`src/rtl/intr_ctx_matcher_pkg.sv`:
```
package intr_ctx_matcher_pkg;
  localparam int unsigned DEF_ID_W    = 32;
  localparam int unsigned DEF_PRIO_W  = 8;
  localparam int unsigned DEF_RINGS   = 3;
  localparam int unsigned RING_PHYS   = 0;
  localparam int unsigned RING_POOL   = 1;
  localparam int unsigned RING_OS     = 2;
endpackage

```
`src/rtl/icm_group_mask.sv`:
```
module icm_group_mask #(
  parameter int unsigned ID_W = 32
) (
  input  logic            group_i,
  input  logic [ID_W-1:0] target_i,
  output logic [ID_W-1:0] mask_o
);
  logic [ID_W-1:0] grp_mask;
  logic            zero_seen;

  // a bit survives the compare only if some lower bit of the target is zero
  always_comb begin
    zero_seen = 1'b0;
    grp_mask  = '0;
    for (int i = 0; i < int'(ID_W); i++) begin
      grp_mask[i] = zero_seen;
      if (!target_i[i]) zero_seen = 1'b1;
    end
  end

  assign mask_o = group_i ? grp_mask : {ID_W{1'b1}};
endmodule

```
`src/rtl/icm_ring_cmp.sv`:
```
module icm_ring_cmp #(
  parameter int unsigned ID_W   = 32,
  parameter int unsigned PRIO_W = 8
) (
  input  logic            group_i,
  input  logic [ID_W-1:0] target_i,
  input  logic [ID_W-1:0] mask_i,
  input  logic            valid_i,
  input  logic [ID_W-1:0] id_i,
  input  logic [7:0]      lgs_i,
  output logic            match_o
);
  logic id_eq;
  logic grp_blocked;

  assign id_eq       = ((target_i ^ id_i) & mask_i) == '0;
  assign grp_blocked = group_i && (lgs_i == 8'd0);
  assign match_o     = valid_i && !grp_blocked && id_eq;
endmodule

```
`src/rtl/icm_ring_pick.sv`:
```
module icm_ring_pick #(
  parameter int unsigned NUM_RINGS = 3,
  parameter int unsigned PRIO_W    = 8,
  localparam int unsigned IDX_W    = $clog2(NUM_RINGS + 1)
) (
  input  logic [NUM_RINGS-1:0]        match_i,
  input  logic [NUM_RINGS*PRIO_W-1:0] cppr_i,
  input  logic [PRIO_W-1:0]           prio_i,
  output logic                        hit_o,
  output logic [IDX_W-1:0]            idx_o,
  output logic                        prec_o
);
  localparam logic [IDX_W-1:0] NONE = IDX_W'(NUM_RINGS);

  logic [PRIO_W-1:0] sel_cppr;

  // lowest ring index wins; scan from the top so the lowest overwrites
  always_comb begin
    hit_o    = 1'b0;
    idx_o    = NONE;
    sel_cppr = '0;
    for (int r = int'(NUM_RINGS) - 1; r >= 0; r--) begin
      if (match_i[r]) begin
        hit_o    = 1'b1;
        idx_o    = IDX_W'(r);
        sel_cppr = cppr_i[r*PRIO_W +: PRIO_W];
      end
    end
  end

  assign prec_o = hit_o && !(prio_i < sel_cppr);
endmodule

```
`src/rtl/intr_ctx_matcher.sv`:
```
module intr_ctx_matcher
  import intr_ctx_matcher_pkg::*;
#(
  parameter int unsigned ID_W      = DEF_ID_W,
  parameter int unsigned PRIO_W    = DEF_PRIO_W,
  parameter int unsigned NUM_RINGS = DEF_RINGS,
  localparam int unsigned IDX_W    = $clog2(NUM_RINGS + 1)
) (
  input  logic                        clk,
  input  logic                        rst_n,
  input  logic                        in_valid,
  input  logic                        fmt_i,
  input  logic                        ignore_i,
  input  logic [ID_W-1:0]             target_i,
  input  logic [PRIO_W-1:0]           prio_i,
  input  logic [NUM_RINGS-1:0]        ring_valid_i,
  input  logic [NUM_RINGS*ID_W-1:0]   ring_id_i,
  input  logic [NUM_RINGS*8-1:0]      ring_lgs_i,
  input  logic [NUM_RINGS*PRIO_W-1:0] ring_cppr_i,
  output logic                        out_valid,
  output logic                        hit_o,
  output logic [IDX_W-1:0]            ring_idx_o,
  output logic                        precluded_o
);
  localparam logic [IDX_W-1:0] NONE = IDX_W'(NUM_RINGS);

  logic [ID_W-1:0]      mask;
  logic [NUM_RINGS-1:0] match;
  logic                 grp;
  logic                 hit_d, prec_d;
  logic [IDX_W-1:0]     idx_d;
  logic                 vld_q, hit_q, prec_q;
  logic [IDX_W-1:0]     idx_q;

  assign grp = ignore_i && !fmt_i;

  icm_group_mask #(.ID_W(ID_W)) u_mask (
    .group_i  (grp),
    .target_i (target_i),
    .mask_o   (mask)
  );

  for (genvar r = 0; r < int'(NUM_RINGS); r++) begin : g_ring
    logic m;
    icm_ring_cmp #(.ID_W(ID_W), .PRIO_W(PRIO_W)) u_cmp (
      .group_i  (grp),
      .target_i (target_i),
      .mask_i   (mask),
      .valid_i  (ring_valid_i[r]),
      .id_i     (ring_id_i[r*ID_W +: ID_W]),
      .lgs_i    (ring_lgs_i[r*8 +: 8]),
      .match_o  (m)
    );
    // the user-level format is served elsewhere: no ring takes part
    assign match[r] = m && !fmt_i;
  end

  icm_ring_pick #(.NUM_RINGS(NUM_RINGS), .PRIO_W(PRIO_W)) u_pick (
    .match_i (match),
    .cppr_i  (ring_cppr_i),
    .prio_i  (prio_i),
    .hit_o   (hit_d),
    .idx_o   (idx_d),
    .prec_o  (prec_d)
  );

  always_ff @(posedge clk or negedge rst_n) begin
    if (!rst_n) vld_q <= 1'b0;
    else        vld_q <= in_valid;
  end

  always_ff @(posedge clk or negedge rst_n) begin
    if (!rst_n) begin
      hit_q  <= 1'b0;
      idx_q  <= NONE;
      prec_q <= 1'b0;
    end else if (in_valid) begin
      hit_q  <= hit_d;
      idx_q  <= idx_d;
      prec_q <= prec_d;
    end
  end

  assign out_valid   = vld_q;
  assign hit_o       = hit_q;
  assign ring_idx_o  = idx_q;
  assign precluded_o = prec_q;
endmodule

```
`config.mk`:
```
export PLATFORM = sky130hd
export DESIGN_NAME = intr_ctx_matcher
export DESIGN_NICKNAME = d
export VERILOG_FILES = /design/src/rtl/intr_ctx_matcher_pkg.sv /design/src/rtl/icm_group_mask.sv /design/src/rtl/icm_ring_cmp.sv /design/src/rtl/icm_ring_pick.sv /design/src/rtl/intr_ctx_matcher.sv
export SDC_FILE = /design/constraint.sdc
export NUM_CORES = 1
export LEC_CHECK = 0
export BUFFER_PORTS_ARGS = -buffer_cell sky130_fd_sc_hd__buf_2
export CAP_MARGIN = 20
export CORE_MARGIN = 4
export CORE_UTILIZATION = 40
export CTS_CLUSTER_SIZE = 30
export DETAILED_ROUTE_END_ITERATION = 10
export PLACE_DENSITY = 0.82
export SYNTH_ARGS = -nofsm -noshare
export SYNTH_HDL_FRONTEND = slang
export SYNTH_HIERARCHICAL = 1
export SYNTH_SLANG_ARGS = --single-unit
```
`constraint.sdc`:
```
create_clock -name clk -period 0.9 [get_ports clk]
set_input_delay 0.045 -clock clk [delete_from_list [all_inputs] [get_ports clk]]
set_output_delay 0.045 -clock clk [all_outputs]
set_load 0.02 [all_outputs]
```
==> out/qor.yml <==
setup.worst_path.class: "in2reg"
wl_um: 10800
ys_seq_elements: 5
setup_viol: 6
cts_root_buf: "clkbuf_8"
hpwl_um: 9450
syn_area_per_cell_um2: 8.37
yosysMostFrequentCell: "xor2_1"
hold_class: "in2reg"
hold_path.startpoint: "in_valid"
grtUsageTotal: 0.279
path_clk_slew_ps: 30
start_util: 0.409
setup_tns_ps: -7940
r2r-end: "precluded_o$_DFFE_PN0P_"
post-route-period-util: 3.97
synth-main-ff-cell: "dfrtp_1"
clock_skew_ps: 0
cts_tree: "yes"
fin_crit_ps: 3580
grt_antenna_before_repair: 0
setup_ws_ps: -2680
nNetsFinal: 776
path_buf_inv: 3
gr-total-overflow: 0
cap_violations: 0
htree_levels: 1
synth.area.mux_share: 0.0187
grt_pass1_vias: 3595
vias: 3481
dieArea_um2: 7330
finish.utilization: 0.748
hold_path_end: "out_valid$_DFF_PN0_"
crit_path_max_fanout: 5
synth_adder_area_share: 0.0363
netlist_top_cells_count: "xor2_1, a22o_1, nand4_1"
yosys-top-cells-area: "xor2_1, a221oi_2, a22o_1"
violations: "setup timing"
max_freq_mhz: 280
core_area_um2: 5890
dr.pass1.iters: 4
r2r_slack_ps: 150
drive_above_1_share: 0.602
cts_buffers: 3
cpMaxStageDelayCell: "a22o_1"
cp-start-kind: "input pin"
yosysWarningCount: 6
synth_top_cell_area_share: 0.349
placed_area_um2: 4060
yosysTopAreaCell: "xor2_1"
status: "complete, but fails checks"
cp_cell_sequence: "buf_8 -> nor2b_4 -> nand4_4 -> nor3_4 -> buf_4 -> buf_4 -> nand4_1 -> a22o_1 -> a221oi_2 -> nand4_1 -> nor3_2 -> nor2b_4 -> nor2b_4 -> a22oi_1 -> nor2_1 -> a21oi_1 -> ha_1 -> a21oi_2 -> o21ai_2 -> a211oi_2 -> a21oi_2 -> mux2_4"
worst_ep_arrival_time_ps: 3680
worst_pin_slew_ps: 312
holdWs_ps: 24.1
grt_max_degree: 9
r2r-start: "precluded_o$_DFFE_PN0P_"
routabilityCongestion: 0.895
leakagePower_nw: 2.18
synth-xor-area-share: 0.349
grt_pass1_wl_um: 16400
area_growth_pct: 82.8
synth_edf_count: 0
synthSimpleGateAreaFrac: 0.243
relSlewSlack: 0.790
die_h_um: 85.6
netlist_area_um2: 2410
synthDistinctLibCells: 37
finalHoldViolCount: 0
cp_top_family: "compound AO/OA/AOI/OAI gates"
clkLatencyLatePin_ps: 220
viasPerCell: 5.35
ys_seq_area_frac: 0.0530
cp_common_cell: "nor2b_4"
ant_nets: 0
p_per_area_nw_per_um2: 484
synth_fp_nets: 487
wl_per_cell_um: 16.6
ir_worst_vdd_uv: 859
slew_violations: 0
die_w_um: 85.6
row_count: 28
drc: 0
pin_count: 197
ys_async_sr_fraction: 1.00
clk_path_buf_depth: 2
synth_top_family_by_area: "XOR/XNOR gates"
portBuffers: 196
critical_path.max_stage_delay_ps: 300
rr_worst_depth: 1
synth_compound_area_frac: 0.274
hold_depth: 1
design_area_um2: 4400
required_ps: 1000
clock-sinks: 5
cp-end-kind: "register"
synth_cells: 288
first_iter_violations: 135
diodes: 0
rsz0062_at_grt: "true"
## power breakdown
| group | leakage [nW] | switching (mW) | internal [mW] |
|---|---|---|---|
| Sequential | 0.0607 | 0.000368 | 0.229 |
| Combinational | 2.10 | 0.706 | 0.788 |
| Clock | 0.0228 | 0.105 | 0.304 |
| Total | 2.18 | 0.812 | 1.32 |
## cells by family (layout without fill, tap and decap cells)
group           Yosys count  after routing
mux                       4              4
compound gates           68             68
fa+ha+maj                 7              7
flops                     5              5
buf+inv                  10            298
simple gates             98             98
xor+xnor                 96             96
## worst max-delay path by stage
stage	to	cells after the start	slack [ps]	from
floorplan	precluded_o$_DFFE_PN0P_	21	-2500	ignore_i
global placement	precluded_o$_DFFE_PN0P_	20	-2810	fmt_i
detailed placement	precluded_o$_DFFE_PN0P_	20	-2970	target_i[14]
CTS	precluded_o$_DFFE_PN0P_	22	-2530	fmt_i
global route	precluded_o$_DFFE_PN0P_	22	-2820	fmt_i
finish	precluded_o$_DFFE_PN0P_	22	-2680	fmt_i
## flip-flops by register name (all words and copies together) (netlist names)
| name | count |
|---|---|
| hit_o | 1 |
| ring_idx_o | 2 |
| precluded_o | 1 |
| out_valid | 1 |
## per-layer routing
layer,track usage,up-vias,part of all wire
met4,0.105,0,0.039
li1,-,1686,-
met5,0,-,0
met1,0.325,1602,0.39
met3,0.0307,34,0.062
met2,0.518,159,0.51
## area by class of cell
type / instances / area (um^2)
inverter: 5 / 18.8
tap: 75 / 93.8
fill: 457 / 1480
sequential: 5 / 128
clock buffer: 4 / 45.0
timing repair buffer: 289 / 1750
multi-input combinational: 273 / 2370
## metrics by stage
stage	std cells	total power, mW	worst slack (ps)
6_report	651	2.13	-2680
5_1_grt	651	2.29	-2820
4_1_cts	649	2.13	-2530
3_5_place_dp	630	1.65	-2970
3_3_place_gp	630	1.62	-2810
2_1_floorplan	288	0.795	-2500
## repair_timing
| item | 4_1_cts | 5_1_grt |
|---|---|---|
| setup endpoints to repair | 6 | 6 |
| cloned | 1 | 0 |
| pin swaps | 25 | 6 |
| hold buffers | 1 | 0 |
| endpoints found under the hold margin | 5 | 0 |
| gates resized for setup | 29 | 9 |
| setup buffers | 14 | 2 |
## layout by cell type (no fill, tap or decap), types with 3 or more instances in the layout
cell type	Yosys	final
buf_2	2	189
xor2_1	96	96
buf_4	0	86
a22o_1	18	18
nand4_1	18	18
nand2_1	17	16
nor2_1	17	16
a221oi_2	15	15
nand3_1	17	12
buf_6	3	12
a22oi_1	13	9
a21oi_1	9	6
ha_1	7	6
inv_1	5	5
and3_1	5	5
nand3_2	0	5
nor2b_4	0	4
a22oi_2	0	4
a21oi_2	1	4
clkbuf_8	0	3
a222oi_1	3	3
a221oi_4	1	3
nor4b_1	3	3
nor3_1	3	3
nor3_2	3	3
dfrtp_1	3	3
(Power assumes the default switching activity.)
